### src/rtl/key_rollover_pkg.sv
package key_rollover_pkg;

    typedef enum logic {
        CAP_SINGLE = 1'b0,
        CAP_MULTI  = 1'b1
    } cap_mode_e;

    // Number of reporting slots for a given mode setting.
    function automatic int slot_cap(input logic multi_mode, input int max_slots);
        return (cap_mode_e'(multi_mode) == CAP_MULTI) ? max_slots : 1;
    endfunction

endpackage

### src/rtl/rollover_arrival_queue.sv
module rollover_arrival_queue #(
    parameter int NUM_KEYS = 4,
    parameter int IDX_W    = 2,
    parameter int CNT_W    = 3
) (
    input  logic                               clk,
    input  logic                               rst_n,
    input  logic [NUM_KEYS-1:0]                raw_touch,
    output logic [NUM_KEYS-1:0][IDX_W-1:0]     order_d,
    output logic [CNT_W-1:0]                   depth_d
);

    // order[0] is the oldest touched key; depth counts valid entries.
    typedef struct packed {
        logic [NUM_KEYS-1:0][IDX_W-1:0] order;
        logic [CNT_W-1:0]               depth;
        logic [NUM_KEYS-1:0]            held;
    } queue_t;

    queue_t st_q, st_d;

    always_comb begin
        int fill;
        st_d = '0;
        fill = 0;
        // Keep surviving entries in their existing order.
        for (int i = 0; i < NUM_KEYS; i++) begin
            if (i < int'(st_q.depth)) begin
                if (raw_touch[st_q.order[i]]) begin
                    st_d.order[fill] = st_q.order[i];
                    fill++;
                end
            end
        end
        // Append fresh arrivals, lowest index first.
        for (int k = 0; k < NUM_KEYS; k++) begin
            if (raw_touch[k] && !st_q.held[k]) begin
                st_d.order[fill] = IDX_W'(k);
                fill++;
            end
        end
        st_d.depth = CNT_W'(fill);
        st_d.held  = raw_touch;
    end

    always_ff @(posedge clk or negedge rst_n) begin
        if (!rst_n) begin
            st_q <= '0;
        end else begin
            st_q <= st_d;
        end
    end

    assign order_d = st_d.order;
    assign depth_d = st_d.depth;

    AST_DEPTH_MATCHES_HELD: assert property (@(posedge clk) disable iff (!rst_n)
        int'(st_q.depth) == $countones(st_q.held));

endmodule

### src/rtl/rollover_slot_grant.sv
module rollover_slot_grant
    import key_rollover_pkg::*;
#(
    parameter int NUM_KEYS  = 4,
    parameter int IDX_W     = 2,
    parameter int CNT_W     = 3,
    parameter int MAX_SLOTS = 2
) (
    input  logic [NUM_KEYS-1:0][IDX_W-1:0] order,
    input  logic [CNT_W-1:0]               depth,
    input  logic                           multi_mode,
    output logic [NUM_KEYS-1:0]            grant
);

    always_comb begin
        int cap;
        grant = '0;
        cap   = slot_cap(multi_mode, MAX_SLOTS);
        for (int s = 0; s < NUM_KEYS; s++) begin
            if (s < cap && s < int'(depth)) begin
                grant[order[s]] = 1'b1;
            end
        end
    end

endmodule

### src/rtl/key_rollover_limiter.sv
module key_rollover_limiter
    import key_rollover_pkg::*;
#(
    parameter int NUM_KEYS  = 4,
    parameter int MAX_SLOTS = 2
) (
    input  logic                clk,
    input  logic                rst_n,
    input  logic [NUM_KEYS-1:0] raw_touch,
    input  logic                two_key_mode,
    output logic [NUM_KEYS-1:0] key_out
);

    localparam int IDX_W = (NUM_KEYS > 1) ? $clog2(NUM_KEYS) : 1;
    localparam int CNT_W = $clog2(NUM_KEYS + 1);

    typedef struct packed {
        logic [NUM_KEYS-1:0] outs;
    } out_t;

    out_t st_q, st_d;

    logic [NUM_KEYS-1:0][IDX_W-1:0] order_d;
    logic [CNT_W-1:0]               depth_d;
    logic [NUM_KEYS-1:0]            grant_d;

    rollover_arrival_queue #(
        .NUM_KEYS (NUM_KEYS),
        .IDX_W    (IDX_W),
        .CNT_W    (CNT_W)
    ) u_queue (
        .clk       (clk),
        .rst_n     (rst_n),
        .raw_touch (raw_touch),
        .order_d   (order_d),
        .depth_d   (depth_d)
    );

    rollover_slot_grant #(
        .NUM_KEYS  (NUM_KEYS),
        .IDX_W     (IDX_W),
        .CNT_W     (CNT_W),
        .MAX_SLOTS (MAX_SLOTS)
    ) u_grant (
        .order      (order_d),
        .depth      (depth_d),
        .multi_mode (two_key_mode),
        .grant      (grant_d)
    );

    always_comb begin
        st_d      = st_q;
        st_d.outs = grant_d;
    end

    always_ff @(posedge clk or negedge rst_n) begin
        if (!rst_n) begin
            st_q <= '0;
        end else begin
            st_q <= st_d;
        end
    end

    assign key_out = st_q.outs;

    // Cycles since reset, so that $past never reaches into reset.
    logic [1:0] armed_q;
    always_ff @(posedge clk or negedge rst_n) begin
        if (!rst_n) begin
            armed_q <= 2'b00;
        end else begin
            armed_q <= {armed_q[0], 1'b1};
        end
    end

    AST_OUT_NEEDS_TOUCH: assert property (@(posedge clk) disable iff (!rst_n)
        armed_q[0] |-> ((key_out & ~$past(raw_touch)) == '0));

    AST_CAP_LIMIT: assert property (@(posedge clk) disable iff (!rst_n)
        armed_q[0] |-> ($countones(key_out) <= slot_cap($past(two_key_mode), MAX_SLOTS)));

    AST_ALL_FIT: assert property (@(posedge clk) disable iff (!rst_n)
        (armed_q[0] && $countones($past(raw_touch)) <= slot_cap($past(two_key_mode), MAX_SLOTS))
        |-> (key_out == $past(raw_touch)));

    AST_NO_PREEMPT: assert property (@(posedge clk) disable iff (!rst_n)
        (armed_q[1] && $past(two_key_mode) == $past(two_key_mode, 2))
        |-> (($past(key_out) & $past(raw_touch) & ~key_out) == '0));

endmodule

### config.mk
export PLATFORM = sky130hd
export DESIGN_NAME = key_rollover_limiter
export DESIGN_NICKNAME = d
export VERILOG_FILES = /design/src/rtl/key_rollover_pkg.sv /design/src/rtl/rollover_arrival_queue.sv /design/src/rtl/rollover_slot_grant.sv /design/src/rtl/key_rollover_limiter.sv
export SDC_FILE = /design/constraint.sdc
export NUM_CORES = 1
export LEC_CHECK = 0
export ABC_CLOCK_PERIOD_IN_PS = 5200
export BUFFER_PORTS_ARGS = -buffer_cell sky130_fd_sc_hd__buf_2
export CORE_UTILIZATION = 55
export CTS_CLUSTER_DIAMETER = 200
export DETAILED_ROUTE_END_ITERATION = 6
export GPL_TIMING_DRIVEN = 0
export HOLD_SLACK_MARGIN = 0.08
export PLACE_DENSITY = 0.75
export SLEW_MARGIN = 25
export SYNTH_ARGS = -nofsm -noshare
export SYNTH_HDL_FRONTEND = slang
export SYNTH_SLANG_ARGS = --single-unit
### constraint.sdc
create_clock -name clk -period 5.2 [get_ports clk]
set_input_delay 1.04 -clock clk [delete_from_list [all_inputs] [get_ports clk]]
set_output_delay 1.04 -clock clk [all_outputs]
set_load 0.005 [all_outputs]
==> metrics.txt <==
asr flop ratio synth=1.00; max cap viols=0; Synth Area per Inst=8.39 µm²; status=complete, but fails checks; leading area contributor after synthesis=dfrtp_1; crit-path max FO=3; Root Driver=clkbuf_8; initial DRC count=~230; Max clock buf depth=2; Synth area leaders=dfrtp_1, ha_1, nand2_1; RSZ-0062 raised after global routing=true; PwrDens=760 nW/µm²; Seq cells post-synth=19; H-tree Lvls=1; Vias/cell=6.52; max-slew violations=0; worst skew pair latency=250 ps; most instantiated cells after synthesis=ha_1, nand2_1, dfrtp_1; antenna viol nets, final=0; cell with the most instances after synthesis=ha_1; area of the core=4090 µm²; Slew @ Worst Pin=762 ps; area share of the largest cell type after synthesis=0.198; Final GP Congestion=slightly below 1; setup violators final=12; worst vdd ir=between 0.4 and 0.5 mV; fin crit share=1.09; Residual DRC=0; Initial Util=0.587; relative max-transition margin=0.489; Final Non-Filler Cells=381; first drt pass iteration count=6; Synth Flop Type=dfrtp_1; final hold violations=0; CTS Sinks=19; first-pass GRT wire length=~11,000 µm; Syn Inst Count=between 200 and 300; min-delay worst type=primary input to async pin; reg2reg setup slack=-140 ps; vias in the first global route=2,332; IO Pins=11; Placed Cells=346; Area growth syn-to-layout=31.4%; failing checks=negative setup slack; min setup slack post-route=-488 ps; CP required=5320 ps; DR vias=2,483; Die Span X=68.0 µm; Register-to-Register Path Depth=25; Overflow after GRT=0; Met2 Routed Length=slightly below 4000 µm; power consumption=around 2.4 mW; Final nets=365; startpoint types=primary input; number of synthesized flops with an enable pin=0; Reg-to-Reg Start=u_queue.st_q[8]$_DFF_PN0_; Clk pin slew, worst setup/hold paths=70 ps; uppermost layer routed=met4; largest net degree at the start of global routing=20; n_diodes=0; Seq/Total Area, Yosys=0.198; overall routing resource usage=0.341; CTS tree=built; Layout Skew=between 3 and 4 ps; Post-Syn Nets=319; routed wl met3=about 460 µm; layout cells sized above 1=0.296; dpl hpwl=roughly 5300 µm; worst r2r dst=key_out[0]$_DFF_PN0_; leakage=~1.4 nW; Yosys warning total=0; PortBufs=10; synthesized area=between 2000 and 2500 µm²; Met1 Wirelength=3170 µm; Inserted Clock Buffers=3; synth unique cells=69; Crit. End Element=register; final wirelength=approximately 7700 µm; routed len/inst=20.1 µm; Die ar.=4630 µm²; FMAX=0.176 GHz; # fillers=297; CP arrival=5810 ps; crit path time final=around 5700 ps; Die Y=68.0 µm; Setup CP Type=primary input to register; row count=23; initial antenna violation count=1
layer usage:
layer | global-route usage | vias up
li1 | - | 1174
met1 | 0.438 | 1179
met2 | 0.610 | 116
met3 | 0.0383 | 14
met4 | 0.0677 | 0
met5 | 0 | -
through the flow:
step / util / instance area (µm²) / hold slack [ps] / setup WS, ps / setup TNS [ps]
6_report: 0.771 / 3150 / 716 / -488 / -5060
5_1_grt: 0.771 / 3150 / 730 / -590 / -6750
4_1_cts: 0.731 / 2990 / 729 / -544 / -6040
3_5_place_dp: 0.636 / 2600 / 757 / -1480 / -17120
3_3_place_gp: 0.636 / 2600 / 740 / -1370 / -16070
2_1_floorplan: - / 2480 / 579 / -600 / -5570
worst max-delay path, cell delays in order:
cell	delay, ps
buf_12	100
mux4_2	480
o21a_1	160
ha_4	240
nand2_4	70
nand2_4	50
ha_4	280
nor3_4	40
or2_4	260
ha_4	230
nand2_4	70
o21ai_4	80
ha_4	300
nor2_4	40
a31oi_4	200
nand2_2	110
ha_4	320
nor2_4	50
a21oi_4	200
ha_4	180
nand2_4	60
xor2_4	180
a2111o_1	400
a2111o_1	440
nand4_1	150
o32ai_2	100
state kept, by name (all words and copies together), names as in the netlist:
signal	cells
u_queue.st_q	15
key_out	4
worst max-delay path by stage:
stage	slack [ps]	start	end
2_1_floorplan	-600	raw_touch[3]	key_out[3]$_DFF_PN0_
3_3_place_gp	-1370	raw_touch[1]	key_out[3]$_DFF_PN0_
3_5_place_dp	-1480	raw_touch[1]	key_out[3]$_DFF_PN0_
4_1_cts	-540	raw_touch[1]	key_out[0]$_DFF_PN0_
5_1_grt	-590	raw_touch[1]	key_out[0]$_DFF_PN0_
6_report	-490	raw_touch[3]	key_out[0]$_DFF_PN0_
cell families after synthesis:
logic type,after synthesis,share of synthesized area
compound gates,80,0.257
xor+xnor,12,0.0558
fa+ha+maj,27,0.140
buf+inv,27,0.0443
flops,19,0.198
mux,13,0.0668
simple gates,108,0.238
area by class of cell:
type	count	area, µm²	area share
multi-input cells	240	2110	0.671
flip-flops and latches	19	475	0.151
repair buffers	41	347	0.110
inverters	19	72.6	0.0230
well taps	50	62.6	0.0198
clock buffers	3	41.3	0.0131
plain buffers	8	33.8	0.0107
clock inverters	1	5.00	0.00159
what timing repair did:
item	in CTS	in global routing
buffers inserted	21	10
pin swaps	25	14
resized for setup	39	18
endpoints found under the setup margin	14	14
hold buffers	0	0
power breakdown:
part	internal, mW	leakage, nW	switching (mW)
clock network	0.0531	0.0255	0.0458
registers	0.196	0.242	0.0430
logic	0.945	1.09	1.11
layout by cell type (no fill, tap or decap), types with 3 or more instances in the layout:
master / netlist / final
nand2_4: 0 / 4
nor3_1: 8 / 6
inv_1: 17 / 16
o21ai_1: 3 / 4
nand3_1: 12 / 12
o211a_1: 3 / 3
ha_1: 26 / 18
nand4_1: 11 / 11
dfrtp_1: 19 / 19
xnor2_1: 7 / 7
o211ai_1: 11 / 11
o21a_1: 3 / 3
clkbuf_1: 5 / 5
nand2_1: 25 / 21
o21ai_0: 9 / 7
nor2b_1: 3 / 3
nor2_1: 15 / 11
and2_1: 4 / 3
buf_4: 0 / 30
buf_12: 0 / 4
mux2i_1: 7 / 7
nor2_4: 0 / 3
nand2b_1: 5 / 5
or3_1: 5 / 5
nand3b_1: 3 / 3
and3_1: 4 / 4
clkbuf_8: 0 / 3
a21oi_1: 10 / 8
buf_2: 3 / 9
ha_4: 0 / 8
Power figures use the tool's default switching activity.
